[src/rtl/misc_reg_pkg.sv]
package misc_reg_pkg;

    localparam int WORD_W    = 64;
    localparam int BYTES_W   = 4;

    typedef enum logic [2:0] {
        OP_NONE,
        OP_LOAD,
        OP_AND,
        OP_CLEAR,
        OP_OR
    } wr_op_e;

    typedef struct packed {
        logic   rd;        // any read strobe, answered with rd_valid
        logic   rd_hit;    // read that returns the stored word
        wr_op_e op;        // write action on the stored word
    } dec_t;

    // Mask keeping n bits counted from the MSB.
    function automatic logic [WORD_W-1:0] top_mask(input int n);
        logic [WORD_W-1:0] m;
        m = '0;
        for (int i = 0; i < WORD_W; i++) begin
            if (i < n) m[WORD_W-1-i] = 1'b1;
        end
        return m;
    endfunction

    // Single bit counted from the MSB.
    function automatic logic [WORD_W-1:0] msb0_bit(input int idx);
        logic [WORD_W-1:0] m;
        m = '0;
        m[WORD_W-1-idx] = 1'b1;
        return m;
    endfunction

endpackage

[src/rtl/misc_reg_decode.sv]
module misc_reg_decode
    import misc_reg_pkg::*;
#(
    parameter bit GEN_NEWER = 1'b0,
    parameter int ADDR_W    = 16,
    parameter int ACC_BYTES = 8
) (
    input  logic               bus_valid,
    input  logic               bus_write,
    input  logic [ADDR_W-1:0]  bus_addr,
    input  logic [BYTES_W-1:0] bus_bytes,
    output dec_t               dec
);
    localparam logic [ADDR_W-1:0] BASE_OFF  = GEN_NEWER ? ADDR_W'(16'h6080) : ADDR_W'(16'h4020);
    localparam logic [ADDR_W-1:0] COMB_OFF  = BASE_OFF + ADDR_W'(1);
    localparam logic [ADDR_W-1:0] SET_OFF   = BASE_OFF + ADDR_W'(2);

    wr_op_e comb_op;
    logic   size_ok;

    generate
        if (GEN_NEWER) begin : g_clear_alias
            assign comb_op = OP_CLEAR;
        end else begin : g_and_alias
            assign comb_op = OP_AND;
        end
    endgenerate

    assign size_ok = (bus_bytes == BYTES_W'(ACC_BYTES));

    always_comb begin
        dec        = '{rd: 1'b0, rd_hit: 1'b0, op: OP_NONE};
        if (bus_valid) begin
            if (!bus_write) begin
                dec.rd     = 1'b1;
                dec.rd_hit = size_ok && (bus_addr == BASE_OFF);
            end else if (size_ok) begin
                unique case (bus_addr)
                    BASE_OFF: dec.op = OP_LOAD;
                    COMB_OFF: dec.op = comb_op;
                    SET_OFF:  dec.op = OP_OR;
                    default:  dec.op = OP_NONE;
                endcase
            end
        end
    end

endmodule

[src/rtl/misc_reg_update.sv]
module misc_reg_update
    import misc_reg_pkg::*;
#(
    parameter int KEEP_BITS = 19,
    parameter int IRQ_BIT   = 0,
    parameter int SHM_BIT   = 3
) (
    input  logic [WORD_W-1:0] cur,
    input  wr_op_e            op,
    input  logic [WORD_W-1:0] wdata,
    input  logic              msg_req,
    output logic [WORD_W-1:0] nxt
);
    localparam logic [WORD_W-1:0] KEEP = top_mask(KEEP_BITS);
    localparam logic [WORD_W-1:0] MSG  = msb0_bit(IRQ_BIT) | msb0_bit(SHM_BIT);

    logic [WORD_W-1:0] bus_res;

    always_comb begin
        unique case (op)
            OP_LOAD:  bus_res = wdata;
            OP_AND:   bus_res = cur & wdata;
            OP_CLEAR: bus_res = '0;
            OP_OR:    bus_res = cur | wdata;
            default:  bus_res = cur;
        endcase
        nxt = (bus_res | (msg_req ? MSG : '0)) & KEEP;
    end

endmodule

[src/rtl/misc_reg_readback.sv]
module misc_reg_readback
    import misc_reg_pkg::*;
(
    input  logic              clk,
    input  logic              rst,
    input  logic              rd,
    input  logic              rd_hit,
    input  logic [WORD_W-1:0] cur,
    output logic              rd_valid,
    output logic [WORD_W-1:0] rd_data
);
    always_ff @(posedge clk) begin
        if (rst) begin
            rd_valid <= 1'b0;
            rd_data  <= '0;
        end else begin
            rd_valid <= rd;
            rd_data  <= rd_hit ? cur : '0;
        end
    end

    a_r3_read_latency: assert property (@(posedge clk) disable iff (rst)
        rd |=> rd_valid);
    a_r3_no_spurious_valid: assert property (@(posedge clk) disable iff (rst)
        !rd |=> !rd_valid);
    a_r10_miss_reads_zero: assert property (@(posedge clk) disable iff (rst)
        (rd && !rd_hit) |=> (rd_data == '0));

endmodule

[src/rtl/misc_reg_ctrl.sv]
module misc_reg_ctrl
    import misc_reg_pkg::*;
#(
    parameter bit GEN_NEWER = 1'b0,
    parameter int ADDR_W    = 16,
    parameter int KEEP_BITS = 19,
    parameter int IRQ_BIT   = 0,
    parameter int SHM_BIT   = 3,
    parameter int ACC_BYTES = 8
) (
    input  logic               clk,
    input  logic               rst,
    input  logic               bus_valid,
    input  logic               bus_write,
    input  logic [ADDR_W-1:0]  bus_addr,
    input  logic [3:0]         bus_bytes,
    input  logic [63:0]        bus_wdata,
    input  logic               msg_req,
    output logic               rd_valid,
    output logic [63:0]        rd_data,
    output logic               irq
);
    localparam logic [WORD_W-1:0] KEEP = top_mask(KEEP_BITS);
    localparam int IRQ_POS = WORD_W - 1 - IRQ_BIT;
    localparam int SHM_POS = WORD_W - 1 - SHM_BIT;

    dec_t              dec;
    logic [WORD_W-1:0] word_q;
    logic [WORD_W-1:0] word_d;

    misc_reg_decode #(
        .GEN_NEWER (GEN_NEWER),
        .ADDR_W    (ADDR_W),
        .ACC_BYTES (ACC_BYTES)
    ) u_decode (
        .bus_valid (bus_valid),
        .bus_write (bus_write),
        .bus_addr  (bus_addr),
        .bus_bytes (bus_bytes),
        .dec       (dec)
    );

    misc_reg_update #(
        .KEEP_BITS (KEEP_BITS),
        .IRQ_BIT   (IRQ_BIT),
        .SHM_BIT   (SHM_BIT)
    ) u_update (
        .cur     (word_q),
        .op      (dec.op),
        .wdata   (bus_wdata),
        .msg_req (msg_req),
        .nxt     (word_d)
    );

    always_ff @(posedge clk) begin
        if (rst) word_q <= '0;
        else     word_q <= word_d;
    end

    misc_reg_readback u_readback (
        .clk      (clk),
        .rst      (rst),
        .rd       (dec.rd),
        .rd_hit   (dec.rd_hit),
        .cur      (word_q),
        .rd_valid (rd_valid),
        .rd_data  (rd_data)
    );

    assign irq = word_q[IRQ_POS];

    a_r1_reset_clear: assert property (@(posedge clk)
        rst |=> (word_q == '0) && !irq);
    a_r2_masked_read: assert property (@(posedge clk) disable iff (rst)
        rd_valid |-> ((rd_data & ~KEEP) == '0));
    a_r8_msg_raises: assert property (@(posedge clk) disable iff (rst)
        msg_req |=> irq && word_q[SHM_POS]);
    a_r6_set_keeps: assert property (@(posedge clk) disable iff (rst)
        (dec.op == OP_OR) |=> ((word_q & $past(word_q)) == $past(word_q)));
    a_r10_idle_stable: assert property (@(posedge clk) disable iff (rst)
        (dec.op == OP_NONE && !msg_req) |=> $stable(word_q));

    generate
        if (GEN_NEWER) begin : g_chk_clear
            a_r5_clear_all: assert property (@(posedge clk) disable iff (rst)
                (dec.op == OP_CLEAR && !msg_req) |=> (word_q == '0));
        end else begin : g_chk_and
            a_r4_and_shrinks: assert property (@(posedge clk) disable iff (rst)
                (dec.op == OP_AND && !msg_req) |=> ((word_q & ~$past(word_q)) == '0));
        end
    endgenerate

endmodule

[config.mk]
export PLATFORM = sky130hd
export DESIGN_NAME = misc_reg_ctrl
export DESIGN_NICKNAME = d
export VERILOG_FILES = /design/src/rtl/misc_reg_pkg.sv /design/src/rtl/misc_reg_decode.sv /design/src/rtl/misc_reg_update.sv /design/src/rtl/misc_reg_readback.sv /design/src/rtl/misc_reg_ctrl.sv
export SDC_FILE = /design/constraint.sdc
export NUM_CORES = 1
export LEC_CHECK = 0
export BUFFER_PORTS_ARGS = -buffer_cell sky130_fd_sc_hd__buf_2
export CAP_MARGIN = 30
export CORE_MARGIN = 3
export CORE_UTILIZATION = 43
export CTS_BUF_LIST = sky130_fd_sc_hd__clkbuf_16
export DETAILED_ROUTE_END_ITERATION = 10
export PLACE_DENSITY = 0.93
export SLEW_MARGIN = 20
export SYNTH_ARGS = -nofsm -noshare
export SYNTH_HDL_FRONTEND = slang
export SYNTH_SLANG_ARGS = --single-unit
export TNS_END_PERCENT = 5
[constraint.sdc]
create_clock -name clk -period 4.77 [get_ports clk]
set_clock_uncertainty 0.2 [all_clocks]
set_input_delay 0.7155 -clock clk [delete_from_list [all_inputs] [get_ports clk]]
set_output_delay 0.7155 -clock clk [all_outputs]
set_load 0.02 [all_outputs]
==> results of run 1 <==
[path summary, 6_finish.rpt]
check | start | to | slack, ns | depth (start not counted)
worst max-delay path | bus_bytes[1] | word_q[58] | 2.13 | 5
worst min-delay path | word_q[45] | u_readback.rd_data[45] | 0.25 | 1
worst max register to register | word_q[63] | word_q[63] | 3.78 | 2
worst min register to register | word_q[45] | u_readback.rd_data[45] | 0.25 | 1
[cell usage after synthesis (2+ instances only)]
cell type  count  share of area
clkbuf_1      11          0.021
o21ai_0       17          0.042
nor3_1         3         0.0075
dfxtp_1       39           0.39
nand2_1        2         0.0037
nand4_1       17          0.053
nand3_1       17          0.042
a21oi_1       19          0.047
o31ai_1        2         0.0075
nand3b_1       2         0.0075
nor2b_1       20          0.062
buf_4         45           0.17
and2_1        19          0.059
o21bai_1       2         0.0075
[state kept, by name, indices dropped and copies added, names as in the netlist]
register             cells
u_readback.rd_valid      1
word_q                  19
u_readback.rd_data      19
[kinds of logic after synthesis]
kind of cell | synth area share
other cells | 0.00186
buf+inv | 0.199
flops | 0.388
compound gates | 0.104
simple gates | 0.307
[per-layer routing]
metal	wire, um	vias to the layer above	part of all wire
met3	523	14	0.11
met4	121	0	0.025
met2	2430	120	0.51
met1	1710	840	0.36
li1	-	832	-
met5	0	-	0
[report_power, final]
group | leakage (uW) | internal, uW | switching (uW) | total (uW)
registers | 0.000315 | 328 | 1.36 | 329
clock network | 0.0000669 | 185 | 111 | 296
logic | 0.000646 | 22.9 | 60.3 | 83.2
[cell type report]
| cell class | count | area [um^2] | share of cell area |
|---|---|---|---|
| multi-input combinational | 179 | 1010 | 0.433 |
| timing repair buffer | 67 | 343 | 0.147 |
| clock buffer | 5 | 125 | 0.0538 |
| tap | 52 | 65.1 | 0.0280 |
| sequential | 39 | 781 | 0.336 |
| clock inverter | 1 | 3.75 | 0.00161 |
[worst max-delay path: stages]
cell and delay [ns]:
buf_2 0.12, or4b_1 0.61, nor4_4 0.81, nand3_1 0.19, a21oi_1 0.19
[through the flow]
step	area (um^2)	hold WS (ns)
2_1_floorplan	2180	0.223
3_3_place_gp	2190	0.230
3_5_place_dp	2190	0.234
4_1_cts	2320	0.246
5_1_grt	2320	0.255
6_report	2320	0.246
==> impl_metrics.toml, run 1 <==
[sta]
post-route-period-util = 0.553
worst_slack_ns = 2.13
finalHoldViolCount = 0
fin_crit_ns = 2.64
tightestPinTransition_ns = 0.932
rsz0062_at_grt = "no"
setup_viol = 0
fmax_mhz = 379
tns_ns = 0
maxSlewHeadroom = 0.374
slew_viol_final = 0

[placed_design]
numPlacedInstances = 336
pre_cts_slack_ns = 1.72
gp_congestion = 0.801
dp_hpwl_um = 3330
io_buffers = 64

[critical_path]
required_ns = 4.77
crit_fanout = 17
path_class = "input pin to flip-flop"
worstSetupEndpointType = "flip-flop"
arrival_ns = 2.64
crit_path_start_kind = "input pin"

[logic_synthesis]
synth_edf_count = 0
synth_ff_type = "dfxtp_1"
syn_area_per_cell_um2 = 8.63
synth-seq-area-share = 0.388
synthCells = 233
syn_area_um2 = 2010
postSynth.asyncResetShare = 0
synth_cell_type_count = 32
yosys_warnings = 0
yosys_register_bits = 39

[cts]
h-tree-depth = 2
clockBufferDepth = 2
cts_tree = "built"
cts_hold_buf = 0
cts_resized = 0
clock_latency_ns = 0.28
post_cts_buffers = 0
path_clk_slew_ns = 0.05
cts_root_buffer = "clkbuf_16"
cts_buffers = 5
cts.sinks = 39

[global_routing]
grt_most_used_layer = "met2"
use_met3 = 0.0432
antenna_found_initial = 0
grt_pass1_wl_um = 7220
grt-ovfl-total = 0
grt_max_degree = 22
grt_pass1_vias = 1625
use_met1 = 0.191
grt_use_met2 = 0.292
track_usage = 0.168

[floorplanning]
die_height_um = 74.4
initial_utilization = 0.453
die_x_um = 74.4
die_area_um2 = 5540
num_rows = 24
ios = 155
placeableCoreArea_um2 = 4440

[finish]
final_cell_mix = "buf_2, conb_1, dfxtp_1"
drive_above_1_share = 0.271
final_core_util = 0.523
insertedDiodeCount = 0
nFillCells = 414
nets = 381
stdcell_count = 343
syn_to_final_growth_pct = 15.5
mostFrequentLayoutCell = "buf_2"

[job]
drv_cap = 0

[route]
drc = 0
vias = 1806
avgViaCountPerCell = 5.27
wl_per_cell_um = 13.9
drtPass1Iterations = 4
first_iter_violations = 189
drt_wl_total_um = 4780
ant_nets = 0

[pwr]
total_power_uw = 709
peakVddDrop_uv = 132
powerDensity_nw_per_um2 = 305
p_leak_uw = 0.00103

[run_status]
status = "complete, no violations"

[worst_hold_path]
hp-class = "flip-flop to flip-flop"
Power figures use the tool's default switching activity.
==> inputs of run 2 (changes only) <==
--- a/config.mk
+++ b/config.mk
@@ -8,10 +8,10 @@
 export BUFFER_PORTS_ARGS = -buffer_cell sky130_fd_sc_hd__buf_2
 export CAP_MARGIN = 30
 export CORE_MARGIN = 3
-export CORE_UTILIZATION = 43
+export CORE_UTILIZATION = 36
 export CTS_BUF_LIST = sky130_fd_sc_hd__clkbuf_16
 export DETAILED_ROUTE_END_ITERATION = 10
-export PLACE_DENSITY = 0.93
+export PLACE_DENSITY = 0.84
 export SLEW_MARGIN = 20
 export SYNTH_ARGS = -nofsm -noshare
 export SYNTH_HDL_FRONTEND = slang
==> constraint.sdc (replaced) <==
create_clock -name clk -period 2.41 [get_ports clk]
set_clock_uncertainty 0.2 [all_clocks]
set_input_delay 0.3615 -clock clk [delete_from_list [all_inputs] [get_ports clk]]
set_output_delay 0.3615 -clock clk [all_outputs]
set_load 0.02 [all_outputs]
==> impl_metrics.toml, run 2 (synthesis gave the netlist of run 1 again) <==
[floorplanning]
placeableCoreArea_um2 = 5270
die_height_um = 80.8
num_rows = 26
die_area_um2 = 6520
ios = 155
die_x_um = 80.8
initial_utilization = 0.382

[cts]
clock_latency_ns = 0.28
cts_root_buffer = "clkbuf_16"
cts.sinks = 39
cts_tree = "built"
post_cts_buffers = 0
cts_hold_buf = 0
h-tree-depth = 2
clockBufferDepth = 2
cts_resized = 0
cts_buffers = 5
path_clk_slew_ns = 0.06

[route]
drt_wl_total_um = 4730
vias = 1758
drc = 0
ant_nets = 0
drtPass1Iterations = 4
first_iter_violations = 115
wl_per_cell_um = 12.9
avgViaCountPerCell = 4.78

[finish]
syn_to_final_growth_pct = 18.6
drive_above_1_share = 0.285
final_cell_mix = "buf_2, conb_1, dfxtp_1, nor2b_1"
mostFrequentLayoutCell = "buf_2"
largestRegisters = "u_readback.rd_data: 19 flops, word_q: 19 flops, u_readback.rd_valid: 1 flops"
stdcell_count = 368
insertedDiodeCount = 0
nets = 387

[pwr]
peakVddDrop_uv = 401
p_leak_uw = 0.00105
powerDensity_nw_per_um2 = 596
total_power_uw = 1420

[global_routing]
track_usage = 0.140
grt-ovfl-total = 0
grt_max_degree = 22
antenna_found_initial = 0
grt_pass1_wl_um = 7100
grt_pass1_vias = 1568

[placed_design]
numPlacedInstances = 361
io_buffers = 64
gp_congestion = 0.789
dp_hpwl_um = 3460

[critical_path]
arrival_ns = 1.80
critPathLaunch = "bus_addr[9]"
reg2reg_from = "word_q[60]"
worstSetupEndpointType = "flip-flop"
path_class = "input pin to flip-flop"
crit_fanout = 9
crit_path_start_kind = "input pin"
required_ns = 2.41

[worst_hold_path]
hp-class = "input pin to flip-flop"
hold_start = "msg_req"

[job]
drv_cap = 0

[sta]
finalHoldViolCount = 0
fin_crit_ns = 1.80
setup_viol = 0
hold_ws_ns = 0.131
slew_viol_final = 0
fmax_mhz = 556
rsz0062_at_grt = "no"
post-route-period-util = 0.746
tns_ns = 0

[run_status]
status = "complete, no violations"
run 2: final cells by class:
| type | count | area (um^2) |
|---|---|---|
| multi-input cells | 179 | 996 |
| repair buffers | 73 | 388 |
| clock buffers | 5 | 125 |
| well taps | 70 | 87.6 |
| flip-flops and latches | 39 | 781 |
| clock inverters | 2 | 8.76 |
| fillers | 521 | 2880 |
run 2: metal layers:
metal / global-route usage / part of all wire / up-vias / wire length (um)
met5: 0 / 0 / - / 0
met4: 0.0507 / 0.012 / 0 / 57
met3: 0.0333 / 0.10 / 6 / 484
met2: 0.252 / 0.51 / 104 / 2390
met1: 0.162 / 0.38 / 802 / 1800
li1: - / - / 846 / -
run 2: through the flow:
stage	setup WS [ns]	util	instance area [um^2]
3_5_place_dp	0.333	0.427	2250
2_1_floorplan	0.436	-	2180
3_3_place_gp	0.368	0.427	2250
5_1_grt	0.520	0.453	2390
4_1_cts	0.618	0.453	2390
6_report	0.613	0.453	2390
run 2: power breakdown:
group          internal [uW]  leakage (uW)  switching [uW]
clock                    371     0.0000671             237
sequential               649      0.000315            2.17
combinational           45.4      0.000673             117
total                   1070       0.00105             356
run 2: final timing paths:
| kind | end | slack (ns) | cells past startpoint |
|---|---|---|---|
| max | word_q[56] | 0.61 | 6 |
| min | word_q[63] | 0.13 | 3 |
| max reg2reg | word_q[60] | 1.45 | 2 |
| min reg2reg | u_readback.rd_data[56] | 0.24 | 1 |
run 2: worst max-delay path, cell delays in order:
cell     delay [ns]
buf_2          0.12
or4_4          0.57
nor4_4         0.29
buf_4          0.21
nand3_1        0.10
a21oi_1        0.15
==> inputs of run 3 (changes only) <==
==> constraint.sdc (replaced) <==
create_clock -name clk -period 1.5 [get_ports clk]
set_clock_uncertainty 0.2 [all_clocks]
set_input_delay 0.225 -clock clk [delete_from_list [all_inputs] [get_ports clk]]
set_output_delay 0.225 -clock clk [all_outputs]
set_load 0.02 [all_outputs]
==> impl_metrics.toml, run 3 (synthesis gave the netlist of run 1 again) <==
[critical_path]
timing.rr.end = "word_q[63]"
ff2ff_setup_slack_ns = 0.54
worstSetupEndpointType = "flip-flop"
critPathLaunch = "bus_addr[9]"
arrival_ns = 1.67
path_class = "input pin to flip-flop"
required_ns = 1.51
reg2reg_from = "word_q[63]"
reg2reg_depth = 2
crit_fanout = 17
crit_path_start_kind = "input pin"

[route]
first_iter_violations = 87
wl_per_cell_um = 12.7
vias = 1783
avgViaCountPerCell = 4.67
drt_wl_total_um = 4840
drtPass1Iterations = 5
drc = 0
ant_nets = 0

[global_routing]
grt_pass1_vias = 1624
antenna_found_initial = 0
grt_max_degree = 21
grt-ovfl-total = 0
grt_pass1_wl_um = 7180
track_usage = 0.145

[finish]
mostFrequentLayoutCell = "buf_2"
syn_to_final_growth_pct = 27.9
nets = 400
final_cell_mix = "buf_2, conb_1, dfxtp_1, nor2b_1, and2_1"
drive_above_1_share = 0.330
insertedDiodeCount = 0
largestRegisters = "u_readback.rd_data: 19 flops, word_q: 19 flops, u_readback.rd_valid: 1 flops"

[pwr]
power_frac_clock = 0.424
powerDensity_nw_per_um2 = 903
p_switching_uw = 587
power.internal_uw = 1740
p_seq_frac = 0.450
total_power_uw = 2320
peakVddDrop_uv = 530
combPwrFrac = 0.126
p_leak_uw = 0.00114
swShare = 0.253

[placed_design]
gp_congestion = 0.747
pre_cts_slack_ns = -0.446
io_buffers = 64
dp_hpwl_um = 3490

[sta]
fin_crit_ns = 1.66
worst_slack_ns = -0.156
rsz0062_at_grt = "yes"
post-route-period-util = 1.10
slew_viol_final = 0
setup_viol = 19
finalHoldViolCount = 0
fmax_mhz = 604

[cts]
cts.sinks = 39
clock_latency_ns = 0.28
cts_root_buffer = "clkbuf_16"
h-tree-depth = 2
post_cts_buffers = 0
clockBufferDepth = 2
path_clk_slew_ns = 0.06
cts_buffers = 5
cts_tree = "built"

[floorplanning]
ios = 155
die_area_um2 = 6520
num_rows = 26
die_height_um = 80.8
die_x_um = 80.8
initial_utilization = 0.382
placeableCoreArea_um2 = 5270

[run_status]
violations = "negative setup slack"
status = "finished with violations"

[worst_hold_path]
hold-path-endpoint = "word_q[51]"
hp-class = "input pin to flip-flop"
min_delay_path_depth = 3
hold_start = "bus_wdata[51]"

[job]
drv_cap = 0
[run 3: worst max path at each step]
stage	slack, ns	to	cells past startpoint
floorplan	-0.33	word_q[45]	5
global placement	-0.39	word_q[55]	6
detailed placement	-0.45	word_q[52]	6
CTS	-0.15	word_q[52]	6
global route	-0.21	word_q[54]	6
finish	-0.16	word_q[62]	6
[run 3: power groups by stage]
stage	clock network (uW)	logic, uW	registers, uW
global route	1030	314	1050
global placement	0	277	1070
CTS	989	287	1050
finish	984	293	1050
floorplan	0	252	1070
detailed placement	0	283	1070
[run 3: metal layers]
metal	vias to the layer above	GRT usage	share of wire
met5	-	0	0
met4	0	0.0878	0.013
met3	7	0.0399	0.096
met2	104	0.257	0.49
met1	797	0.151	0.40
li1	875	-	-
[run 3: per-stage QoR]
| step | area (um^2) | instances | setup TNS [ns] | util | hold WS, ns |
|---|---|---|---|---|---|
| final | 2570 | 382 | -1.91 | 0.488 | 0.0105 |
| after detailed placement | 2400 | 373 | -12.88 | 0.456 | 0.236 |
| after floorplan | 2180 | 277 | -9.42 | - | 0.112 |
| after CTS | 2560 | 382 | -1.98 | 0.486 | 0.00924 |
| after global placement | 2400 | 373 | -11.73 | 0.456 | 0.231 |
| after global routing | 2570 | 382 | -3.19 | 0.488 | 0.0124 |
[run 3: final cells by class]
type	count	area [um^2]
Fill cell	521	2700
Multi-Input combinational cell	179	1040
Sequential cell	39	781
Timing Repair Buffer	86	526
Clock buffer	5	125
Tap cell	70	87.6
Clock inverter	3	12.5
[run 3: repair_timing]
item,CTS,global route
pin swaps,2,1
endpoints found under the hold margin,2,0
hold buffers,1,0
gates resized for setup,2,3
setup endpoints to repair,37,38
[run 3: worst max-delay path: stages]
cell	delay, ns
buf_2	0.12
or4_4	0.56
nor4_4	0.32
buf_12	0.19
nand3_1	0.11
a21oi_2	0.14
